## config.mk

```make
export PLATFORM = sky130hd
export DESIGN_NAME = flow_ctrl_unit
export DESIGN_NICKNAME = d
export VERILOG_FILES = /design/src/rtl/fcu_pkg.sv /design/src/rtl/fcu_decode.sv /design/src/rtl/fcu_retstack.sv /design/src/rtl/fcu_pc.sv /design/src/rtl/fcu_flagbank.sv /design/src/rtl/flow_ctrl_unit.sv
export SDC_FILE = /design/constraint.sdc
export NUM_CORES = 1
export LEC_CHECK = 0
export BUFFER_PORTS_ARGS = -buffer_cell sky130_fd_sc_hd__buf_2
export CORE_MARGIN = 1
export CORE_UTILIZATION = 63
export DETAILED_ROUTE_END_ITERATION = 10
export PLACE_DENSITY_LB_ADDON = 0.3
export SYNTH_ARGS = -nofsm -noshare
export SYNTH_HDL_FRONTEND = slang
export SYNTH_SLANG_ARGS = --single-unit
```

## constraint.sdc

```tcl
create_clock -name clk -period 3.5 [get_ports clk]
set_input_delay 0 -clock clk [delete_from_list [all_inputs] [get_ports clk]]
set_output_delay 0 -clock clk [all_outputs]
set_load 0.03 [all_outputs]
```

## src/rtl/fcu_pkg.sv

```systemverilog
// Package: shared operation codes and widths for the flow control unit.
// Assumes a 3-bit operation field driven by the core's decode stage.
package fcu_pkg;
    localparam int OP_W = 3;

    typedef enum logic [OP_W-1:0] {
        FOP_HOLD  = 3'd0,
        FOP_STEP  = 3'd1,
        FOP_JUMP  = 3'd2,
        FOP_CALL  = 3'd3,
        FOP_RET   = 3'd4,
        FOP_RETI  = 3'd5,
        FOP_IRQ   = 3'd6,
        FOP_SPARE = 3'd7
    } flow_op_e;

    // Decoded control strobes produced from one operation code.
    typedef struct packed {
        logic step;
        logic load_tgt;
        logic push;
        logic pop;
        logic swap;
    } flow_ctl_t;
endpackage

```

## src/rtl/fcu_decode.sv

```systemverilog
// Module: turns a flow operation code into one-hot-ish control strobes.
// Assumes push and pop are never requested together; code 7 acts as hold.
module fcu_decode
    import fcu_pkg::*;
(
    input  logic [OP_W-1:0] op_i,
    output flow_ctl_t       ctl_o
);
    // Map each operation code onto its control strobes.
    always_comb begin
        ctl_o = '0;
        unique case (flow_op_e'(op_i))
            FOP_STEP: ctl_o.step = 1'b1;
            FOP_JUMP: ctl_o.load_tgt = 1'b1;
            FOP_CALL: begin
                ctl_o.load_tgt = 1'b1;
                ctl_o.push     = 1'b1;
            end
            FOP_RET:  ctl_o.pop = 1'b1;
            FOP_RETI: begin
                ctl_o.pop  = 1'b1;
                ctl_o.swap = 1'b1;
            end
            FOP_IRQ: begin
                ctl_o.load_tgt = 1'b1;
                ctl_o.push     = 1'b1;
                ctl_o.swap     = 1'b1;
            end
            default: ctl_o = '0;
        endcase
    end
endmodule

```

## src/rtl/fcu_retstack.sv

```systemverilog
// Module: dedicated circular return stack with no visible pointer.
// A push when full overwrites the oldest slot; a pop when empty is refused.
// Assumes push and pop are mutually exclusive within a cycle.
module fcu_retstack #(
    parameter int DEPTH  = 4,
    parameter int ADDR_W = 12
) (
    input  logic              clk,
    input  logic              rst_n,
    input  logic              push_i,
    input  logic [ADDR_W-1:0] push_data_i,
    input  logic              pop_i,
    output logic [ADDR_W-1:0] top_data_o,
    output logic              nonempty_o,
    output logic              ovf_o,
    output logic              unf_o
);
    localparam int IDX_W = (DEPTH > 1) ? $clog2(DEPTH) : 1;
    localparam int CNT_W = $clog2(DEPTH + 1);
    localparam logic [CNT_W-1:0] FULL_CNT = CNT_W'(DEPTH);
    localparam logic [IDX_W-1:0] LAST_IDX = IDX_W'(DEPTH - 1);

    logic [ADDR_W-1:0] slot_q [DEPTH];
    logic [IDX_W-1:0]  top_q;
    logic [CNT_W-1:0]  cnt_q;
    logic [IDX_W-1:0]  up_idx;
    logic [IDX_W-1:0]  dn_idx;
    logic              full;

    assign full       = (cnt_q == FULL_CNT);
    assign nonempty_o = (cnt_q != '0);
    assign top_data_o = slot_q[top_q];

    // Neighbouring slot indices with explicit wrap for any depth.
    always_comb begin
        up_idx = (top_q == LAST_IDX) ? '0 : top_q + 1'b1;
        dn_idx = (top_q == '0) ? LAST_IDX : top_q - 1'b1;
    end

    // Storage slots: write the next slot above the top on push.
    generate
        for (genvar i = 0; i < DEPTH; i++) begin : g_slot
            always_ff @(posedge clk) begin
                if (!rst_n)
                    slot_q[i] <= '0;
                else if (push_i && up_idx == IDX_W'(i))
                    slot_q[i] <= push_data_i;
            end
        end
    endgenerate

    // Top index and occupancy count tracking.
    always_ff @(posedge clk) begin
        if (!rst_n) begin
            top_q <= LAST_IDX;
            cnt_q <= '0;
        end else if (push_i) begin
            top_q <= up_idx;
            if (!full)
                cnt_q <= cnt_q + 1'b1;
        end else if (pop_i && nonempty_o) begin
            top_q <= dn_idx;
            cnt_q <= cnt_q - 1'b1;
        end
    end

    // Sticky error flags, cleared only by reset.
    always_ff @(posedge clk) begin
        if (!rst_n) begin
            ovf_o <= 1'b0;
            unf_o <= 1'b0;
        end else begin
            if (push_i && full)
                ovf_o <= 1'b1;
            if (pop_i && !nonempty_o)
                unf_o <= 1'b1;
        end
    end


    stk_cnt_bound_chk: assert property (@(posedge clk) disable iff (!rst_n)
        cnt_q <= FULL_CNT);

    full_push_ovf_chk: assert property (@(posedge clk) disable iff (!rst_n)
        (push_i && full) |=> ovf_o);

    ovf_sticky_chk: assert property (@(posedge clk) disable iff (!rst_n)
        ovf_o |=> ovf_o);

    unf_sticky_chk: assert property (@(posedge clk) disable iff (!rst_n)
        unf_o |=> unf_o);

    empty_pop_unf_chk: assert property (@(posedge clk) disable iff (!rst_n)
        (pop_i && !push_i && !nonempty_o) |=> unf_o);
endmodule

```

## src/rtl/fcu_pc.sv

```systemverilog
// Module: program counter register with increment, load and restore paths.
// Assumes at most one of step, load and restore is active per cycle.
module fcu_pc #(
    parameter int                ADDR_W   = 12,
    parameter logic [ADDR_W-1:0] RESET_PC = '0
) (
    input  logic              clk,
    input  logic              rst_n,
    input  logic              step_i,
    input  logic              load_i,
    input  logic [ADDR_W-1:0] tgt_i,
    input  logic              restore_i,
    input  logic [ADDR_W-1:0] restore_data_i,
    output logic [ADDR_W-1:0] pc_o
);
    logic [ADDR_W-1:0] pc_d;

    // Select the next program counter value.
    always_comb begin
        pc_d = pc_o;
        if (load_i)
            pc_d = tgt_i;
        else if (restore_i)
            pc_d = restore_data_i;
        else if (step_i)
            pc_d = pc_o + 1'b1;
    end

    // Program counter register.
    always_ff @(posedge clk) begin
        if (!rst_n)
            pc_o <= RESET_PC;
        else
            pc_o <= pc_d;
    end


    pc_step_chk: assert property (@(posedge clk) disable iff (!rst_n)
        (step_i && !load_i && !restore_i) |=> pc_o == $past(pc_o) + 1'b1);

    pc_load_chk: assert property (@(posedge clk) disable iff (!rst_n)
        load_i |=> pc_o == $past(tgt_i));

    pc_idle_chk: assert property (@(posedge clk) disable iff (!rst_n)
        (!step_i && !load_i && !restore_i) |=> $stable(pc_o));
endmodule

```

## src/rtl/fcu_flagbank.sv

```systemverilog
// Module: two Zero/Carry banks with a selector for the active one.
// A toggle and a write in the same cycle land the write in the new bank.
module fcu_flagbank #(
    parameter int NBANK = 2
) (
    input  logic clk,
    input  logic rst_n,
    input  logic swap_i,
    input  logic we_i,
    input  logic zero_i,
    input  logic carry_i,
    output logic zero_o,
    output logic carry_o,
    output logic sel_o
);
    logic [NBANK-1:0] z_q;
    logic [NBANK-1:0] c_q;
    logic             sel_d;

    assign sel_d   = swap_i ? ~sel_o : sel_o;
    assign zero_o  = z_q[sel_o];
    assign carry_o = c_q[sel_o];

    // Active-bank selector.
    always_ff @(posedge clk) begin
        if (!rst_n)
            sel_o <= 1'b0;
        else
            sel_o <= sel_d;
    end

    // One Zero/Carry pair per bank, written only when it is the next active bank.
    generate
        for (genvar b = 0; b < NBANK; b++) begin : g_bank
            always_ff @(posedge clk) begin
                if (!rst_n) begin
                    z_q[b] <= 1'b0;
                    c_q[b] <= 1'b0;
                end else if (we_i && sel_d == 1'(b)) begin
                    z_q[b] <= zero_i;
                    c_q[b] <= carry_i;
                end
            end
        end
    endgenerate


    bank_toggle_chk: assert property (@(posedge clk) disable iff (!rst_n)
        swap_i |=> sel_o != $past(sel_o));

    bank_keep_chk: assert property (@(posedge clk) disable iff (!rst_n)
        !swap_i |=> $stable(sel_o));

    flag_write_chk: assert property (@(posedge clk) disable iff (!rst_n)
        we_i |=> (zero_o == $past(zero_i)) && (carry_o == $past(carry_i)));
endmodule

```

## src/rtl/flow_ctrl_unit.sv

```systemverilog
// Module: top of the flow control unit. Ties the decoder, program counter,
// return stack and status banks together. Calls and interrupts save the
// current program counter; fetch has already advanced it past the operands.
module flow_ctrl_unit
    import fcu_pkg::*;
#(
    parameter int                ADDR_W    = 12,
    parameter int                STK_DEPTH = 4,
    parameter logic [ADDR_W-1:0] RESET_PC  = '0
) (
    input  logic              clk,
    input  logic              rst_n,
    input  logic [OP_W-1:0]   op_i,
    input  logic [ADDR_W-1:0] tgt_i,
    input  logic              flag_we_i,
    input  logic              zero_i,
    input  logic              carry_i,
    output logic [ADDR_W-1:0] pc_o,
    output logic              zero_o,
    output logic              carry_o,
    output logic              irq_bank_o,
    output logic              stk_ovf_o,
    output logic              stk_unf_o
);
    flow_ctl_t         ctl;
    logic [ADDR_W-1:0] top_data;
    logic              nonempty;
    logic              restore;

    assign restore = ctl.pop && nonempty;

    fcu_decode u_dec (
        .op_i  (op_i),
        .ctl_o (ctl)
    );

    fcu_pc #(.ADDR_W(ADDR_W), .RESET_PC(RESET_PC)) u_pc (
        .clk            (clk),
        .rst_n          (rst_n),
        .step_i         (ctl.step),
        .load_i         (ctl.load_tgt),
        .tgt_i          (tgt_i),
        .restore_i      (restore),
        .restore_data_i (top_data),
        .pc_o           (pc_o)
    );

    fcu_retstack #(.DEPTH(STK_DEPTH), .ADDR_W(ADDR_W)) u_stk (
        .clk         (clk),
        .rst_n       (rst_n),
        .push_i      (ctl.push),
        .push_data_i (pc_o),
        .pop_i       (ctl.pop),
        .top_data_o  (top_data),
        .nonempty_o  (nonempty),
        .ovf_o       (stk_ovf_o),
        .unf_o       (stk_unf_o)
    );

    fcu_flagbank #(.NBANK(2)) u_flg (
        .clk     (clk),
        .rst_n   (rst_n),
        .swap_i  (ctl.swap),
        .we_i    (flag_we_i),
        .zero_i  (zero_i),
        .carry_i (carry_i),
        .zero_o  (zero_o),
        .carry_o (carry_o),
        .sel_o   (irq_bank_o)
    );


    call_push_chk: assert property (@(posedge clk) disable iff (!rst_n)
        (op_i == FOP_CALL) |=> (pc_o == $past(tgt_i)) && $stable(irq_bank_o));

    empty_ret_hold_chk: assert property (@(posedge clk) disable iff (!rst_n)
        (ctl.pop && !nonempty) |=> $stable(pc_o));
endmodule

```

==> metrics.md <==
| Metric | Value |
|---|---|
| Met2 global-route usage | 46.3% |
| Clk root buf | clkbuf_8 |
| Storage cell area | 0.00196 sq mm |
| ANT cells | 0 |
| Drt first pass iters | 4 |
| CTS buffer count | 9 |
| Reg2reg path depth | 5 |
| RR Startpoint | u_stk.cnt_q[2] |
| Leakage power | 0.00167 uW |
| Biggest area consumer among synthesized cells | edfxtp_1 |
| Worst-path maximum fanout | 19 |
| Ys Warns | 0 |
| Hold Path Cell Cnt | 3 |
| Clock power share | 28.0% |
| Initial DRC count | 272 |
| Area Growth Syn to Fin | 12.3% |
| Post-CTS Repair Setup Buffers | 0 |
| Yosys reg bits | 74 |
| Proportion of power drawn by combinational gates | 18.6% |
| Unrepaired setup endpoints after global routing | false |
| Io pins | 37 |
| Seq/Total Area, Yosys | 52.8% |
| Cell with the most instances after synthesis | edfxtp_1 |
| Status | finished clean |
| H-tree levels | 3 |
| Synth cell types | 56 |
| Crit path launch type | register |
| Die height | 78.8 um |
| Power density over cell area | 489 mW/mm^2 |
| Crit. End Element | register |
| Internal power | 1440 uW |
| Total negative slack | 0 ns |
| Top cells by area, synth | edfxtp_1 39%, dfxtp_1 14%, and2_1 7.6% |
| Crit path launch | u_stk.cnt_q[2] |
| Via density | 6.07 |
| Gr ovfl total | 0 |
| Rel. slew slack | 29.7% |
| Worst slack, placed | 1.38 ns |
| Core area | 0.00561 sq mm |
| M3 GR Usage | 4.14% |
| Hold Path Class | input pin to register |
| Drt drc | 0 |
| Post-DRT Antenna Nets | 0 |
| Largest net degree at the start of global routing | 20 |
| Main synth FF type | edfxtp_1 |
| Worst Skew | 0.0123 ns |
| Die Width | 78.8 um |
| DIE AREA | 0.00621 sq mm |
| Worst-Margin Slew | 1.05 ns |
| Post-Synthesis Mean Instance Area | 11.9 sq um |
| Setup WS post-layout | 1.34 ns |
| Worst Setup Path Type | register to register |
| Met1 usage | 37.3% |
| Clk buf depth | 2 |
| # setup viols final | 0 |
| Arr. time, crit path | 2.42 ns |
| Dpl cell area | 0.00387 sq mm |
| Grt peak-use layer | met2 |
| Required time worst endpoint | 3.76 ns |
| Routability-driven placement congestion ratio | 0.862 |
| Synth async-reset ratio | 0% |
| Clock Latency Late Sink | 0.36 ns |
| Port buffer count | 36 |
| Yosys top cell area share | 38.8% |
| Gr usage total | 28.2% |
| Synthesized Nets | 339 |
| Post-synth top cells | 48 x edfxtp_1, 45 x and2_1, 26 x dfxtp_1 |
| Clock sink count | 74 |
| Worst VDD drop | 327 uV |
| Vias after detailed routing | 2627 |
| Min-delay src | op_i[0] |
| Layout cell share with drive strength beyond 1 | 21.1% |
| Final Hold Vio Count | 0 |
| Tmin final | 2.16 ns |
| Synthesized area | 0.00372 sq mm |
| Sw frac | 29.6% |
| Tcrit/Tclk final | 61.6% |
| Switching pwr | 605 uW |
| Site Rows | 27 |
| WL final | 7980 um |
| Post-synth EDFFs | 48 |
| Hold-fix buffers at CTS | 14 |
| Sequential Power Share | 53.5% |
| First-pass GRT wire length | 12700 um |
| Wirelength per Cell | 18.4 um |
| FILL cells | 377 |
| Clk slew on worst S/H paths | 0.08 ns |
| HPWL Detailed | 5130 um |
| Vias in the first global route | 2568 |
| Area of the multi-input gates | 0.00160 sq mm |
| Slew Limit Fails | 0 |
| Post-route cell area | 0.00417 sq mm |
| # resized after CTS | 0 |
| Post-synthesis cell count | 311 |
| Max-Cap Viols | 0 |
| CTS tree | yes |
| Starting Density | 66.3% |
| Initial antenna violation count | 0 |
| Fmax | 464 MHz |
| Final layout net count | 384 |
[registers in the layout, summed over array words and instances, names as in the netlist, named ones only]
| signal | cells |
|---|---|
| u_stk.slot_q | 48 |
| u_pc.pc_o | 12 |
| u_stk.cnt_q | 3 |
| u_flg.c_q | 2 |
| u_flg.z_q | 2 |
| u_stk.top_q | 2 |
| u_flg.sel_o | 1 |
| u_stk.ovf_o | 1 |
| u_stk.unf_o | 1 |
[layout by cell type, fill, tap and decap left out, drive strengths merged, types with 2 or more instances in the layout]
cell type	netlist	routed
a211o	4	4
a211oi	2	2
a21oi	20	20
a22oi	4	4
a31oi	4	4
and2	49	49
and3	4	4
buf	10	36
clkbuf	6	12
clkinv	0	4
dfxtp	26	26
dlygate4sd3	0	14
edfxtp	48	48
ha	7	7
inv	9	9
mux2	2	2
mux2i	4	4
mux4	12	12
nand2	20	20
nand3	5	5
nor2	22	22
nor3	6	6
nor4	2	2
o21a	4	4
o21ai	8	8
o22ai	2	2
o311ai	2	2
or3	3	3
xnor2	9	9
[metrics by stage]
step	cells	power [uW]	utilization (%)	hold WS, ns
floorplan	311	1380	-	0.144
global placement	403	1460	69.0	0.247
detailed placement	403	1470	69.0	0.266
CTS	433	2040	74.4	0.0355
global route	433	2120	74.4	0.0480
finish	433	2040	74.4	0.0312
[cell type report]
| cell class | count | share of cell area (%) |
|---|---|---|
| Sequential cell | 74 | 47.0 |
| Inverter | 9 | 0.809 |
| Timing Repair Buffer | 50 | 7.67 |
| Clock buffer | 12 | 3.48 |
| Clock inverter | 4 | 0.450 |
| Multi-Input combinational cell | 212 | 38.4 |
| Tap cell | 72 | 2.16 |
[critical path, stage by stage (launching register included)]
cell and delay, ns:
dfxtp_1 0.36, nor3_4 0.32, or2_1 0.59, o21a_1 0.48, a31oi_1 0.08, o32ai_1 0.24
[power groups by stage]
| stage | clock network, uW | logic, uW | registers (uW) |
|---|---|---|---|
| final | 571 | 379 | 1090 |
| after global routing | 600 | 414 | 1100 |
| after CTS | 568 | 377 | 1090 |
| after detailed placement | 0 | 362 | 1110 |
| after global placement | 0 | 353 | 1100 |
| after floorplan | 0 | 279 | 1100 |
[kinds of logic after synthesis]
family                   after synthesis  synth area share [%]
AND/OR/NAND/NOR                      115                  18.0
XOR/XNOR                              10                  2.36
AO/OA/AOI/OAI                         61                  10.9
multiplexers                          18                  8.96
buffers and inverters                 25                  4.04
flip-flops                            74                  52.8
adder cells (fa/ha/maj)                8                  2.90
[final timing paths]
path / end / slack (ns)
setup / recovery: u_pc.pc_o[4] / 1.34
hold / removal: u_pc.pc_o[0] / 0.03
setup reg to reg: u_pc.pc_o[4] / 1.34
hold reg to reg: u_stk.unf_o / 0.48
[layer usage]
metal | vias to the layer above | share of wire [%]
li1 | 1218 | -
met1 | 1302 | 41
met2 | 96 | 50
met3 | 11 | 7.0
met4 | 0 | 1.8
met5 | - | 0
Power figures use the tool's default switching activity.
